File: config.mk
export PLATFORM = sky130hd
export DESIGN_NAME = masked_inv
export DESIGN_NICKNAME = d
export VERILOG_FILES = /design/src/rtl/masked_inv.sv
export SDC_FILE = /design/constraint.sdc
export NUM_CORES = 1
export LEC_CHECK = 0
export BUFFER_PORTS_ARGS = -buffer_cell sky130_fd_sc_hd__buf_4
export CAP_MARGIN = 5
export CELL_PAD_IN_SITES_DETAIL_PLACEMENT = 1
export CELL_PAD_IN_SITES_GLOBAL_PLACEMENT = 1
export CORE_MARGIN = 1.5
export CORE_UTILIZATION = 49
export CTS_CLUSTER_DIAMETER = 30
export DETAILED_ROUTE_END_ITERATION = 7
export PLACE_DENSITY_LB_ADDON = 0.1
export SLEW_MARGIN = 20
export SYNTH_ARGS = -nofsm -noshare
export SYNTH_HDL_FRONTEND = slang
export SYNTH_SLANG_ARGS = --single-unit
File: constraint.sdc
create_clock -name clk -period 19.3 [get_ports clk]
set_input_delay 0.965 -clock clk [delete_from_list [all_inputs] [get_ports clk]]
set_output_delay 0.965 -clock clk [all_outputs]
set_load 0.1 [all_outputs]
File: src/rtl/masked_inv.sv
module masked_inv #(
  parameter int       W    = 8,
  parameter logic [W:0] POLY = 9'h11B
) (
  input  logic         clk,
  input  logic         rst_n,
  input  logic         in_valid,
  input  logic [W-1:0] in_share0,
  input  logic [W-1:0] in_share1,
  input  logic [W-1:0] mask_nz,
  input  logic [W-1:0] mask_rnd,
  output logic         out_valid,
  output logic [W-1:0] out_share0,
  output logic [W-1:0] out_share1
);

  function automatic logic [W-1:0] fmul(input logic [W-1:0] a, input logic [W-1:0] b);
    logic [W-1:0] acc;
    logic [W-1:0] sh;
    acc = '0;
    sh  = a;
    for (int i = 0; i < W; i++) begin
      if (b[i]) acc = acc ^ sh;
      sh = sh[W-1] ? ((sh << 1) ^ POLY[W-1:0]) : (sh << 1);
    end
    return acc;
  endfunction

  function automatic logic [W-1:0] finv(input logic [W-1:0] a);
    logic [W-1:0] acc;
    logic [W-1:0] pw;
    acc = {{(W-1){1'b0}}, 1'b1};
    pw  = a;
    for (int i = 0; i < W; i++) begin
      if (i != 0) acc = fmul(acc, pw);
      pw = fmul(pw, pw);
    end
    return acc;
  endfunction

  logic         s1_v, s2_v;
  logic [W-1:0] s1_p0, s1_m0, s1_m1, s1_r1;
  logic [W-1:0] s2_q0, s2_t, s2_r1;
  logic [W-1:0] p1, q1;

  assign p1 = s1_m0 ^ s1_m1;
  assign q1 = finv(p1);

  always_ff @(posedge clk) begin
    if (!rst_n) begin
      s1_v  <= 1'b0;
      s1_p0 <= '0;
      s1_m0 <= '0;
      s1_m1 <= '0;
      s1_r1 <= '0;
      s2_v  <= 1'b0;
      s2_q0 <= '0;
      s2_t  <= '0;
      s2_r1 <= '0;
    end else begin
      s1_v  <= in_valid;
      s1_p0 <= mask_nz;
      s1_m0 <= fmul(in_share0, mask_nz);
      s1_m1 <= fmul(in_share1, mask_nz);
      s1_r1 <= mask_rnd;
      s2_v  <= s1_v;
      s2_q0 <= s1_p0;
      s2_t  <= q1 ^ s1_r1;
      s2_r1 <= s1_r1;
    end
  end

  assign out_valid  = s2_v;
  assign out_share0 = fmul(s2_r1, s2_q0);
  assign out_share1 = fmul(s2_t, s2_q0);

endmodule

==> results_dict.tcl, run 1 <==
set metrics [dict create \
    post_cts_buffers 0 \
    timing_hold_violations_final 0 \
    grt.overflow.total 0 \
    drcViolationCount 0 \
    cp_max_fo 30 \
    antenna_found_initial 0 \
    wl_met1_um 30610 \
    io_buffers 51 \
    cts.clk_slew.worst_paths_ns 0.06 \
    wl_met3_um 2715 \
    timing.final.max_slew_violations 0 \
    yosysSeqAreaShare_pct 5.763 \
    num_rows 74 \
    grt_pass1_wl_um 108200 \
    diodes 0 \
    h-tree-depth 3 \
    dr.max_layer_used "met4" \
    clk_path_buf_depth 2 \
    ys.flop_type "dfxtp_1" \
    grt_setup_unrepaired "no" \
    critPathKind "flip-flop to flip-flop" \
    finalCritPeriodShare_pct 92.86 \
    postSynthCellCount 2800 \
    cts-buffers-inserted 9 \
    die_y_um 205.8 \
    cts_hold_buf 0 \
    synth_fp_nets 2842 \
    cap_violations 0 \
    nets 2780 \
    synth_cell_type_count 93 \
    pre_cts_ws_ns 1.125 \
    die_w_um 205.8 \
    io_pins 52 \
    drt_iter0_drc 1230 \
    worst_hold_slack_ns 0.4310 \
    slew_headroom_pct 27.74 \
    place_hpwl_um 49210 \
    status "complete, no violations" \
    critPathArrivalTime_ns 18.20 \
    ant_nets 0 \
    fin_ws_ns 1.379 \
    ys_async_sr_fraction_pct 0 \
    syn_avg_cell_area_um2 7.195 \
    firstDrtPassIters 5 \
    hold_class "flip-flop to flip-flop" \
    core_um2 40740 \
    syn_to_final_growth_pct 5.757 \
    setup_viol 0 \
    synth.area.top_cells "xnor2_1 (27%), xor2_1 (8.7%), nand2_1 (7.3%), nor2_1 (5.8%), dfxtp_1 (5.8%)" \
    clock_skew_ns 0.008826 \
    drt_wl_total_um 66600 \
    slowest_stage "xnor3_2" \
    dieArea_um2 42340 \
    final_cell_mix "xnor2_1 (604), nand2_1 (393), nor2_1 (312)" \
    via_per_inst 5.983 \
    required_ns 19.58 \
    synth_top_area_share_pct 26.78 \
    grt_max_degree 59 \
    grt_pass1_vias 19930 \
    yosys_warnings 0 \
    cts_resized 0 \
    vias 19590 \
    setup-tns-final_ns 0 \
    max_stage_delay_ns 0.67 \
    worst_pin_slew_ns 1.084 \
    ys_ff_latch 58 \
    synth_area_leader_cell "xnor2_1" \
    final_common_cell "xnor2_1" \
    clock_latency_ns 0.35 \
    crit_top_cell "xnor2_1" \
    crit_path_end_kind "flip-flop" \
    root_buffer "clkbuf_16" \
    synth_area_um2 20150 \
    start_util_pct 49.45 \
    wl_per_cell_um 20.34 \
    clock-sinks 58 \
    routabilityCongestion 0.9223 \
    min_period_ns 17.92 \
    grtUsageTotal_pct 31.59 \
    cts_tree "built" \
    stdcell_area_um2 21310 \
    drive_gt1_share_pct 9.078 \
    placed_cell_area_um2 21000 \
    clock.fmax_mhz 55.80 \
    synth-edff-count 0 \
    start_kind "flip-flop" \
    met2_length_um 31610 \
]
[critical path, delay by kind of cell, from the launching register on]
| family | cells | cell delay (ns) |
|---|---|---|
| AO/OA/AOI/OAI | 17 | 4.23 |
| multiplexers | 3 | 1.18 |
| AND/OR/NAND/NOR | 12 | 3.02 |
| buffers and inverters | 7 | 1.54 |
| XOR/XNOR | 19 | 6.18 |
| adder cells (fa/ha/maj) | 3 | 1.31 |
| flip-flops | 1 | 0.37 |
[registers in the layout (all words and copies together), names as in the netlist]
signal	count
s1_p0	8
s1_v	1
s1_m0	8
out_valid	1
s2_r1	8
s1_m1	8
s1_r1	8
s2_q0	8
s2_t	8
[logic make-up after synthesis]
| family | count (synthesis) | share of synthesized area, % |
|---|---|---|
| AND/OR/NAND/NOR | 1002 | 21.73 |
| XOR/XNOR | 933 | 47.91 |
| AO/OA/AOI/OAI | 513 | 16.30 |
| buffers and inverters | 221 | 4.471 |
| multiplexers | 66 | 3.385 |
| flip-flops | 58 | 5.763 |
| adder cells (fa/ha/maj) | 7 | 0.4347 |
[Yosys cell counts (all sizes together), types with 52 or more instances]
cell / number
clkbuf: 134
and2: 65
nor2: 315
xnor2: 660
nand3: 64
nand2: 397
mux2i: 52
a21oi: 141
o21ai: 129
xnor3: 58
nor3: 62
dfxtp: 58
xor2: 207
buf: 57
[path summary, 6_finish.rpt]
check        startpoint         to  slack [ns]  depth (start not counted)
max            s1_m1[7]    s2_t[3]        1.38                         61
min                s1_v  out_valid        0.43                          1
max reg2reg    s1_m1[7]    s2_t[3]        1.38                         61
min reg2reg        s1_v  out_valid        0.43                          1
[metal layers]
metal | up-vias | GRT usage [%]
met3 | 105 | 1.679
li1 | 9256 | -
met2 | 509 | 53.61
met5 | - | 0
met4 | 0 | 9.757
met1 | 9723 | 42.91
[layout make-up]
type,instances,area (um2)
fill,5271,19430
multi-input combinational,2521,18200
sequential,58,1161
timing repair buffer,118,885.9
clock buffer,10,239.0
clock inverter,6,42.54
tap,532,665.6
inverter,30,112.6
[metrics by stage]
stage                     utilization [%]  instances
after detailed placement            51.55       3259
final                               52.30       3275
after global placement              51.55       3259
after floorplan                         -       2800
after global routing                52.30       3275
after CTS                           52.25       3275
Power of run 1 is left out: the tool's default activity adds up to more than one toggle a clock period on the data nets, which glitch-free logic cannot reach.
==> run 2, diff against run 1 <==
--- a/config.mk
+++ b/config.mk
@@ -9,6 +9,7 @@
 export CAP_MARGIN = 5
 export CELL_PAD_IN_SITES_DETAIL_PLACEMENT = 1
 export CELL_PAD_IN_SITES_GLOBAL_PLACEMENT = 1
+export CORE_ASPECT_RATIO = 1.1
 export CORE_MARGIN = 1.5
 export CORE_UTILIZATION = 49
 export CTS_CLUSTER_DIAMETER = 30
==> constraint.sdc (replaced) <==
create_clock -name clk -period 19.3 [get_ports clk]
set_input_delay 0.965 -clock clk [delete_from_list [all_inputs] [get_ports clk]]
set_output_delay 0.965 -clock clk [all_outputs]
set_load 0.05 [all_outputs]
==> run 2 against run 1 <==
Against the previous run:
- critical path depth decreased by 1
- flip-flop and latch count did not move
- routed wire length barely moved
==> results_dict.tcl, run 2 (synthesis gave the netlist of run 1 again) <==
set metrics [dict create \
    final_cell_mix "xnor2_1 (604), nand2_1 (393), nor2_1 (312)" \
    final_common_cell "xnor2_1" \
    drcViolationCount 0 \
    io_pins 52 \
    clock.fmax_mhz 56.58 \
    dieArea_um2 42340 \
    cts_hold_buf 0 \
    cts.clk_slew.worst_paths_ns 0.06 \
    slew_headroom_pct 29.95 \
    setup_viol 0 \
    min_period_ns 17.67 \
    grt_max_degree 59 \
    cts-buffers-inserted 9 \
    cap_violations 0 \
    max_stage_delay_ns 0.83 \
    timing_hold_violations_final 0 \
    firstDrtPassIters 5 \
    grt_pass1_vias 20150 \
    start_kind "flip-flop" \
    slowest_stage "xnor2_1" \
    root_buffer "clkbuf_16" \
    h-tree-depth 3 \
    start_util_pct 49.91 \
    grtUsageTotal_pct 31.41 \
    diodes 0 \
    io_buffers 51 \
    use_met2_pct 56.06 \
    wl_per_cell_um 20.45 \
    setup-tns-final_ns 0 \
    ant_nets 0 \
    critPathArrivalTime_ns 17.91 \
    status "complete, no violations" \
    routabilityCongestion 0.9319 \
    vias 19510 \
    clock-sinks 58 \
    drt_wl_total_um 66610 \
    grt.overflow.total 0 \
    required_ns 19.53 \
    use_met3_pct 2.000 \
    finalCritPeriodShare_pct 91.57 \
    die_w_um 196.3 \
    clock_latency_ns 0.35 \
    critPathKind "flip-flop to flip-flop" \
    drive_gt1_share_pct 9.147 \
    syn_to_final_growth_pct 6.005 \
    clk_path_buf_depth 2 \
    timing.final.max_slew_violations 0 \
    top_usage_layer "met2" \
    drt_iter0_drc 1171 \
    use_met1_pct 39.76 \
    nets 2781 \
    post_cts_buffers 0 \
    hold_class "flip-flop to flip-flop" \
    grt_pass1_wl_um 108800 \
    crit_path_end_kind "flip-flop" \
    clock_skew_ns 0.01290 \
    antenna_found_initial 0 \
    grt_setup_unrepaired "no" \
    num_rows 77 \
    worst_pin_slew_ns 1.047 \
    cts_tree "built" \
    place_hpwl_um 49330 \
    via_per_inst 5.991 \
    die_y_um 215.7 \
    core_um2 40370 \
    cp_max_fo 30 \
]
## run 2: cell types whose count changed in the layout (fill, tap and decap cells not counted)
| cell | previous run | this run |
|---|---|---|
| xor2_2 | 9 | 10 |
| xor2_1 | 197 | 196 |
| xnor2_2 | 42 | 41 |
| xnor2_4 | 14 | 15 |
| buf_4 | 118 | 119 |
| clkinvlp_4 | 2 | 1 |
| clkinv_2 | 2 | 1 |
| bufinv_16 | 0 | 2 |
## run 2: repair_timing
item,in CTS,in global routing
hold endpoints to repair,0,0
gates resized for setup,0,1
setup endpoints to repair,0,5
## run 2: path summary, 6_finish.rpt
path / startpoint / end / slack [ns] / cells past startpoint
worst min-delay path: s1_p0[7] / s2_q0[7] / 0.42 / 1
worst max register to register: s1_m1[7] / s2_t[5] / 1.63 / 60
worst min register to register: s1_p0[7] / s2_q0[7] / 0.42 / 1
worst max-delay path: s1_m1[7] / s2_t[5] / 1.63 / 60
## run 2: critical path: cells and delay by family, from the launching register on
family,cells,cell delay [ns]
XOR/XNOR,19,6.24
AO/OA/AOI/OAI,16,4.06
AND/OR/NAND/NOR,13,3.18
adder cells (fa/ha/maj),3,1.27
buffers and inverters,6,1.24
multiplexers,3,1.14
flip-flops,1,0.37
## run 2: metrics by stage
stage          cell area, um2  util (%)  instances  hold WS [ns]  setup WS, ns
2_1_floorplan           20150         -       2800        0.4119         4.967
3_3_place_gp            20990     51.99       3241        0.4123         2.419
3_5_place_dp            20990     51.99       3241        0.4233         1.658
4_1_cts                 21320     52.80       3257        0.4291         1.560
5_1_grt                 21360     52.91       3257        0.4335        0.2837
6_report                21360     52.91       3257        0.4235         1.626
## run 2: layout make-up
class,instances,area [um2]
fill,5217,19010
multi-input combinational,2521,18220
sequential,58,1161
timing repair buffer,119,893.4
tap,513,641.9
clock buffer,10,239.0
inverter,30,112.6
clock inverter,6,90.09
## run 2: metal layers
metal / vias to the layer above / part of all wire (%)
met5: - / 0
met4: 0 / 3.1
met3: 115 / 3.7
met2: 472 / 50
met1: 9660 / 43
li1: 9267 / -
Power of run 2 is left out for the same reason.
